$ cat config.mk
export PLATFORM = sky130hd
export DESIGN_NAME = zskip_pc_seq
export DESIGN_NICKNAME = d
export VERILOG_FILES = /design/src/rtl/zskip_pkg.sv /design/src/rtl/zskip_scan.sv /design/src/rtl/zskip_addr.sv /design/src/rtl/zskip_pc_seq.sv
export SDC_FILE = /design/constraint.sdc
export NUM_CORES = 1
export LEC_CHECK = 0
export ABC_CLOCK_PERIOD_IN_PS = 7500
export BUFFER_PORTS_ARGS = -buffer_cell sky130_fd_sc_hd__buf_2
export CAP_MARGIN = 20
export CORE_ASPECT_RATIO = 0.9
export CORE_MARGIN = 3
export CORE_UTILIZATION = 46
export CTS_BUF_LIST = sky130_fd_sc_hd__clkbuf_2 sky130_fd_sc_hd__clkbuf_4 sky130_fd_sc_hd__clkbuf_8
export DETAILED_ROUTE_END_ITERATION = 7
export PLACE_DENSITY_LB_ADDON = 0.15
export SYNTH_ARGS = -nofsm -noshare
export SYNTH_HDL_FRONTEND = slang
export SYNTH_SLANG_ARGS = --single-unit
$ cat constraint.sdc
create_clock -name clk -period 7.5 [get_ports clk]
set_input_delay 1.5 -clock clk [delete_from_list [all_inputs] [get_ports clk]]
set_output_delay 1.5 -clock clk [all_outputs]
set_load 0.05 [all_outputs]
$ cat src/rtl/zskip_pkg.sv
package zskip_pkg;

  typedef enum logic [1:0] {
    STEP_HOLD  = 2'd0,
    STEP_INSTR = 2'd1,
    STEP_JUMP  = 2'd2,
    STEP_EXIT  = 2'd3
  } step_e;

endpackage

$ cat src/rtl/zskip_scan.sv
module zskip_scan #(
  parameter int W     = 36,
  parameter int IDX_W = 6
) (
  input  logic [W-1:0]     mask,
  input  logic [IDX_W-1:0] cur,
  input  logic             from_zero,
  output logic             found,
  output logic [IDX_W-1:0] idx
);

  logic [W-1:0] elig;

  // Keep only bits strictly above the current index, or all bits on a restart.
  genvar g;
  generate
    for (g = 0; g < W; g++) begin : g_elig
      assign elig[g] = mask[g] & (from_zero | (IDX_W'(g) > cur));
    end
  endgenerate

  // Lowest eligible bit wins.
  always_comb begin
    idx = '0;
    for (int i = W - 1; i >= 0; i--) begin
      if (elig[i]) idx = IDX_W'(i);
    end
  end

  assign found = |elig;

endmodule

$ cat src/rtl/zskip_addr.sv
module zskip_addr #(
  parameter int PC_W  = 16,
  parameter int CNT_W = 6,
  parameter int LEN_W = 4
) (
  input  logic [PC_W-1:0]  origin,
  input  logic [CNT_W-1:0] count,
  input  logic [LEN_W-1:0] len,
  output logic [PC_W-1:0]  addr
);

  localparam int PROD_W = CNT_W + LEN_W;

  logic [PROD_W-1:0] prod;

  assign prod = PROD_W'(count) * PROD_W'(len);
  assign addr = origin + PC_W'(prod);

endmodule

$ cat src/rtl/zskip_pc_seq.sv
module zskip_pc_seq
  import zskip_pkg::*;
#(
  parameter int MASK_W = 36,
  parameter int PC_W   = 16,
  parameter int LEN_W  = 4,
  parameter int IDX_W  = $clog2(MASK_W)
) (
  input  logic              clk,
  input  logic              rst,
  input  logic              start,
  input  logic [MASK_W-1:0] mask_in,
  input  logic [PC_W-1:0]   base_in,
  input  logic [LEN_W-1:0]  iter_len,
  input  logic              adv,
  output logic [PC_W-1:0]   pc_o,
  output logic [IDX_W-1:0]  iter_o,
  output logic              valid_o,
  output logic              done_o
);

  localparam int CNT_W = $clog2(MASK_W + 1);

  logic [MASK_W-1:0] mask_q;
  logic [LEN_W-1:0]  len_q;
  logic [LEN_W-1:0]  off_q;
  logic [PC_W-1:0]   istart_q;

  logic [MASK_W-1:0] scan_mask;
  logic              found;
  logic [IDX_W-1:0]  nxt_idx;
  logic              last;
  logic [PC_W-1:0]   origin;
  logic [CNT_W-1:0]  count;
  logic [LEN_W-1:0]  len_sel;
  logic [PC_W-1:0]   jump_pc;
  step_e             step;

  assign scan_mask = start ? mask_in : mask_q;
  assign last      = (off_q == len_q - LEN_W'(1));

  zskip_scan #(.W(MASK_W), .IDX_W(IDX_W)) u_scan (
    .mask      (scan_mask),
    .cur       (iter_o),
    .from_zero (start),
    .found     (found),
    .idx       (nxt_idx)
  );

  // Start: base + first*len. Later: iteration start + skip*len, where the
  // skip runs to the loop end when no marked iteration remains.
  always_comb begin
    if (start) begin
      origin  = base_in;
      len_sel = iter_len;
      count   = found ? CNT_W'(nxt_idx) : CNT_W'(MASK_W);
    end else begin
      origin  = istart_q;
      len_sel = len_q;
      count   = found ? (CNT_W'(nxt_idx) - CNT_W'(iter_o))
                      : (CNT_W'(MASK_W) - CNT_W'(iter_o));
    end
  end

  zskip_addr #(.PC_W(PC_W), .CNT_W(CNT_W), .LEN_W(LEN_W)) u_addr (
    .origin (origin),
    .count  (count),
    .len    (len_sel),
    .addr   (jump_pc)
  );

  always_comb begin
    step = STEP_HOLD;
    if (valid_o && adv) begin
      if (!last)      step = STEP_INSTR;
      else if (found) step = STEP_JUMP;
      else            step = STEP_EXIT;
    end
  end

  always_ff @(posedge clk) begin
    if (rst) begin
      mask_q   <= '0;
      len_q    <= '0;
      off_q    <= '0;
      istart_q <= '0;
      pc_o     <= '0;
      iter_o   <= '0;
      valid_o  <= 1'b0;
      done_o   <= 1'b0;
    end else begin
      done_o <= 1'b0;
      if (start) begin
        mask_q   <= mask_in;
        len_q    <= iter_len;
        off_q    <= '0;
        pc_o     <= jump_pc;
        istart_q <= jump_pc;
        iter_o   <= found ? nxt_idx : '0;
        valid_o  <= found;
        done_o   <= !found;
      end else begin
        unique case (step)
          STEP_INSTR: begin
            pc_o  <= pc_o + PC_W'(1);
            off_q <= off_q + LEN_W'(1);
          end
          STEP_JUMP: begin
            pc_o     <= jump_pc;
            istart_q <= jump_pc;
            iter_o   <= nxt_idx;
            off_q    <= '0;
          end
          STEP_EXIT: begin
            pc_o    <= jump_pc;
            off_q   <= '0;
            valid_o <= 1'b0;
            done_o  <= 1'b1;
          end
          default: ;
        endcase
      end
    end
  end

  // Assertions
  assert_step_R2: assert property (@(posedge clk) disable iff (rst)
    (valid_o && adv && !start && !last) |=> (pc_o == $past(pc_o) + PC_W'(1)));

  assert_forward_R3: assert property (@(posedge clk) disable iff (rst)
    (valid_o && adv && !start && last && found) |=> (iter_o > $past(iter_o)));

  assert_nonzero_R4: assert property (@(posedge clk) disable iff (rst)
    valid_o |-> mask_q[iter_o]);

  assert_done_pulse_R5: assert property (@(posedge clk) disable iff (rst)
    (done_o && !start) |=> !done_o);

  assert_exclusive_R5: assert property (@(posedge clk) disable iff (rst)
    !(valid_o && done_o));

  assert_hold_R7: assert property (@(posedge clk) disable iff (rst)
    (valid_o && !adv && !start) |=> ($stable(pc_o) && $stable(iter_o)));

  assert_idle_R10: assert property (@(posedge clk) disable iff (rst)
    (!valid_o && !start) |=> $stable(pc_o));

endmodule

Word-level counts from Yosys, hierarchy flattened
Index checks and enable logic that the tools add are counted.
{"block": "classes", "n_addsub": 6, "multipliers": 1, "n_lt_le_gt_ge": 36, "eq_ne": 4, "mux": 57, "bitwise_logic": 72, "n_reduce_logical": 9}
{"cell": "6-bit two-way mux", "count": 42}
{"cell": "5-bit by 6-bit greater-than comparator with 1-bit output, first input constant", "count": 16}
{"cell": "16-bit two-way mux", "count": 4}
{"cell": "4-bit by 6-bit greater-than comparator with 1-bit output, first input constant", "count": 8}
{"cell": "1-bit bitwise AND", "count": 36}
{"cell": "36-bit two-way mux", "count": 1}
{"cell": "1-bit OR", "count": 36}
{"cell": "36-bit OR reduction", "count": 1}
{"cell": "16-bit case mux with 2 select lines", "count": 1}
{"cell": "3-bit by 6-bit greater-than comparator with 1-bit output, first input constant", "count": 4}
{"cell": "6-bit greater-than comparator, first input constant", "count": 4}
{"cell": "16-bit by 1-bit adder with 16-bit output, second input constant", "count": 1}
{"cell": "16-bit by 10-bit adder with 16-bit output", "count": 1}
{"cell": "1-bit by 6-bit greater-than comparator with 1-bit output, first input constant", "count": 2}
{"cell": "2-bit by 6-bit greater-than comparator with 1-bit output, first input constant", "count": 2}
{"cell": "6-bit by 4-bit multiplier with 10-bit output", "count": 1}
{"cell": "4-bit case mux with 2 select lines", "count": 1}
{"cell": "2-bit nonzero test", "count": 3}
{"cell": "6-bit subtractor", "count": 1}
{"cell": "6-bit subtractor, first input constant", "count": 1}
{"cell": "1-bit two-way mux", "count": 5}
{"cell": "4-bit by 1-bit adder with 4-bit output, second input constant", "count": 1}
{"cell": "2-bit == test, second input constant", "count": 2}
{"cell": "4-bit == test", "count": 1}
{"cell": "8 further kinds", "count": 10}
{"block": "word_totals", "reg_bits": 84, "in_bits": 60, "elab_cells": 193}

Longest topological paths before layout
{"block": "depth", "word_depth": 46, "mapped_depth": 37, "mapped_depth_nobuf": 32}

Hierarchy
A second synthesis with hierarchy kept.
{"block": "hier_totals", "hier_cells": 819, "area_unflattened_um2": 6796.5}
{"mod": "zskip_pc_seq", "instances": 1, "cells_per_inst": 447, "area_each_um2": 4251.6}
{"mod": "zskip_addr", "instances": 1, "cells_per_inst": 168, "area_each_um2": 1333.8}
{"mod": "zskip_scan", "instances": 1, "cells_per_inst": 204, "area_each_um2": 1211.2}

Least setup slack after synthesis
OpenSTA, ideal clock, no wires.
{"block": "synth_path", "path_type": "input -> register", "start": "input port start", "end": "register istart_q[12]", "setup_time_ps": 86, "arrival_time_ps": 8065, "slack_ps": -651, "path_stages": 36, "n_path_buf": 5, "cell_sequence": "buf_2 -> buf_6 -> buf_4 -> buf_2 -> buf_2 -> nand2_1 -> o21ai_0 -> o21ai_0 -> a31oi_1 -> o211ai_1 -> a2111oi_1 -> o211ai_1 -> nor2b_1 -> ha_1 -> inv_1 -> fa_1 -> nand2_1 -> nand2_1 -> a21oi_1 -> xor2_1 -> nor2_1 -> a21oi_1 -> nor2_1 -> fa_1 -> fa_1 -> inv_1 -> fa_1 -> inv_1 -> ha_1 -> o21a_1 -> a2111o_1 -> a41o_1 -> nand2_1 -> xor2_1 -> mux2_2 -> a211oi_1"}
{"block": "synth_via", "elab_chain_len": 45, "elab_cells_between_ends": 125}
{"element": "start: declaration", "line_no": "zskip_pc_seq.sv:11", "text": "input logic start,"}
{"element": "36-bit two-way mux / 1-bit OR (equally long branches)"}
{"element": "1-bit bitwise AND", "line_no": "zskip_scan.sv:18", "text": "assign elig[g] = mask[g] & (from_zero | (IDX_W'(g) > cur));"}
{"element": "6-bit two-way mux (36 in a row)", "line_no": "zskip_scan.sv:26", "text": "if (elig[i]) idx = IDX_W'(i);"}
{"element": "6-bit subtractor", "line_no": "zskip_pc_seq.sv:60", "text": "count = found ? (CNT_W'(nxt_idx) - CNT_W'(iter_o))"}
{"element": "6-bit two-way mux", "line_no": "zskip_pc_seq.sv:60"}
{"element": "6-bit two-way mux", "line_no": "zskip_pc_seq.sv:53", "text": "if (start) begin"}
{"element": "6-bit by 4-bit multiplier with 10-bit output", "line_no": "zskip_addr.sv:16", "text": "assign prod = PROD_W'(count) * PROD_W'(len);"}
{"element": "16-bit by 10-bit adder with 16-bit output", "line_no": "zskip_addr.sv:17", "text": "assign addr = origin + PC_W'(prod);"}
{"element": "16-bit two-way mux", "line_no": "zskip_pc_seq.sv:103", "text": "unique case (step)"}
{"element": "16-bit two-way mux", "line_no": "zskip_pc_seq.sv:93", "text": "if (start) begin"}
{"element": "end signal: assignment", "line_no": "zskip_pc_seq.sv:98", "text": "istart_q <= jump_pc;"}
{"element": "end signal: assignment", "line_no": "zskip_pc_seq.sv:110", "text": "istart_q <= jump_pc;"}
{"element": "end: declaration", "line_no": "zskip_pc_seq.sv:27", "text": "logic [PC_W-1:0] istart_q;"}
Several ways; a longest one is shown, not always the timed one. The select of a mux whose other input is x is not followed.
A chain may end at the register's enable or synchronous reset.

Final worst setup path
Ends and elaborated chain as after synthesis.

==> flow_summary.ini <==
[synthesis]
syn-num-nets = 924
synth.area.top_cells = dfxtp_1 26%, a21oi_1 5.9%, ha_1 5.4%, mux2i_1 5.4%, nor2_1 5.3%
ys_ff_latch = 83
yosys.area.top_type = dfxtp_1
ys.flop_type = dfxtp_1
ys_seq_area_frac = 0.256
synth_cell_types = 83
yosys_warnings = 0
synth-async-reset-ratio = 0
netlist.area_leader.share = 0.256
synthCells = 820
avgSynthCellArea_um2 = 7.91
netlist_area_um2 = 6490
synth-edff-count = 0

[grt]
grt_max_degree = 51
antenna_found_initial = 0
grt_pass1_vias = 6287
grt_pass1_wl_mm = 31.4
grt_overflow_total = 0
grt_usage = 0.244

[run_status]
violations = negative setup slack
run_status = finished with violations

[critical_path]
critPathLaunchType = input pin
critPathCaptureType = flip-flop
critical-path-max-stage-delay_ns = 0.54
cp_max_fo = 6
cp.arrival_ns = 8.16
crit_type = in -> reg
worstPathRequired_ns = 7.81
cp_slowest_cell = fa_1
r2r_slack_ns = 0.11
crit_top_cell = fa_1

[final_layout]
final_area_um2 = 8450
layout_common_cells = 123 x buf_4, 91 x nor2_1, 83 x dfxtp_1, 82 x buf_2, 70 x a21oi_1
final_cells = 1186
layout_commonest_cell = buf_4
area_growth_pct = 30.3
antenna_cells = 0
nets = 1096
layout-drive-gt1-share = 0.311

[route]
vias = 6779
firstDrtPassIters = 5
drt-initial-drc-count = 493
drc = 0
post_drt_wl_per_cell_um = 16.2
drt_wl_total_mm = 19.2
wl_met1_mm = 9.29
top_layer_used = met4
routed_via_density = 5.72
wl_met2_mm = 8.45
postRouteAntennaNets = 0
met3_wirelength_mm = 1.19

[place]
placed_cells = 1152
dpl_cell_area_um2 = 7880
hpwl_mm = 14.3
place.gp.congestion = 0.931
port_buffers = 83

[sta]
hold_viol = 0
finalCritPeriodShare = 1.05
drv_slew = 0
fmaxAchievable_ghz = 0.127
setup_viol = 16
worst_slew_pin_slew_ns = 1.14
maxSlewHeadroom = 0.232
rsz0062_at_grt = true
period_minus_slack_ns = 7.85
finalClockSkew_ns = 0.0108
fin_ws_ns = -0.351

[clock_network]
cts.sinks = 83
clockBufferDepth = 2
hold_buffers = 0
root_buffer = clkbuf_8
cts_tree = done
clk_transition_reported_paths_ns = 0.09
cts_max_level = 3
cts_buffers = 9
clk_latency_ns = 0.39

[job]
cap_violations = 0

[die]
core-area_um2 = 13600
die_area_um2 = 15600
die-width_um = 131
ios = 84
num_rows = 40
die_h_um = 119
start_util = 0.478

[power_and_ir_drop]
powerDensity_nw_per_um2 = 195
power_leakage_nw = 3.68
peakVddDrop_uv = 104

[hold_path]
hold_path_class = reg -> reg
cells by family after synthesis:
family          after synthesis  share of synthesized area
flops                        83                      0.256
mux                          43                     0.0679
buf+inv                     100                     0.0691
simple gates                287                      0.227
xor+xnor                     23                     0.0311
fa+ha+maj                    44                      0.103
compound gates              240                      0.246
Yosys cell counts, drive strengths merged, types with 4 or more instances:
master and count:
ha 28, nand2b 7, buf 29, fa 16, a21oi 77, o21bai 4, o22ai 4, nor2 94
o21ai 50, nor3b 13, a2bb2oi 6, a32o 4, a21boi 4, and2 10, xnor2 14, inv 50
clkbuf 21, dfxtp 83, nor4 9, xor2 9, a41o 5, nand4 8, nor3 26, nand3 28
a31oi 11, mux2 8, a32oi 6, o211ai 9, a211oi 10, nor2b 10, o21a 8, nand2 60
and3 4, mux2i 35, a21o 6
sequential cells by signal, summed over array words and instances (netlist names):
signal    flops
done_o        1
istart_q     16
iter_o        6
len_q         4
mask_q       35
off_q         4
pc_o         16
valid_o       1
critical path, delay by kind of cell:
kind                       cells  cell delay (ns)
AOI/OAI and AO/OA              9             2.29
adders and majority gates      6             2.23
and+or+nand+nor                7             1.34
buffers and inverters          4             0.34
muxes                          1             0.26
xor gates and xnor gates       2             0.19
final timing paths:
path                    start            to  cells past startpoint
hold reg to reg   istart_q[1]   istart_q[1]                      2
hold / removal    istart_q[1]   istart_q[1]                      2
setup / recovery        start  istart_q[12]                     29
setup reg to reg    iter_o[3]  istart_q[12]                     28
layout make-up:
class                           count  area, um^2
Fill cell                        1196        5110
Multi-Input combinational cell    637        4720
Sequential cell                    83        1660
Timing Repair Buffer              211        1440
Tap cell                          189         236
Inverter                           50         188
Clock buffer                        9         124
Clock inverter                      7        77.6
per-layer routing:
layer	global-route usage	vias up
met5	0	-
met4	0.0577	0
met3	0.0489	17
met2	0.369	187
met1	0.357	3280
li1	-	3295
through the flow:
stage	worst slack (ns)	setup TNS [ns]	utilization	total power, mW	hold slack, ns
after global routing	-0.630	-8.89	0.623	1.76	0.485
after global placement	-0.804	-12.14	0.581	1.22	0.445
after CTS	-0.282	-2.25	0.610	1.62	0.466
final	-0.351	-3.17	0.623	1.65	0.462
after floorplan	-0.127	-0.278	-	1.00	0.437
after detailed placement	-0.816	-11.52	0.581	1.24	0.455
where the power goes:
part / total (mW) / leakage (nW) / internal [mW] / switching, mW
Sequential: 0.515 / 0.682 / 0.482 / 0.0331
Combinational: 0.793 / 2.91 / 0.361 / 0.432
Clock: 0.343 / 0.0881 / 0.155 / 0.188
timing repair:
item / 4_1_cts / 5_1_grt
pin swaps: 33 / 38
endpoints found under the setup margin: 16 / 23
resized for setup: 22 / 25
setup buffers: 14 / 8
Power figures use the tool's default switching activity.
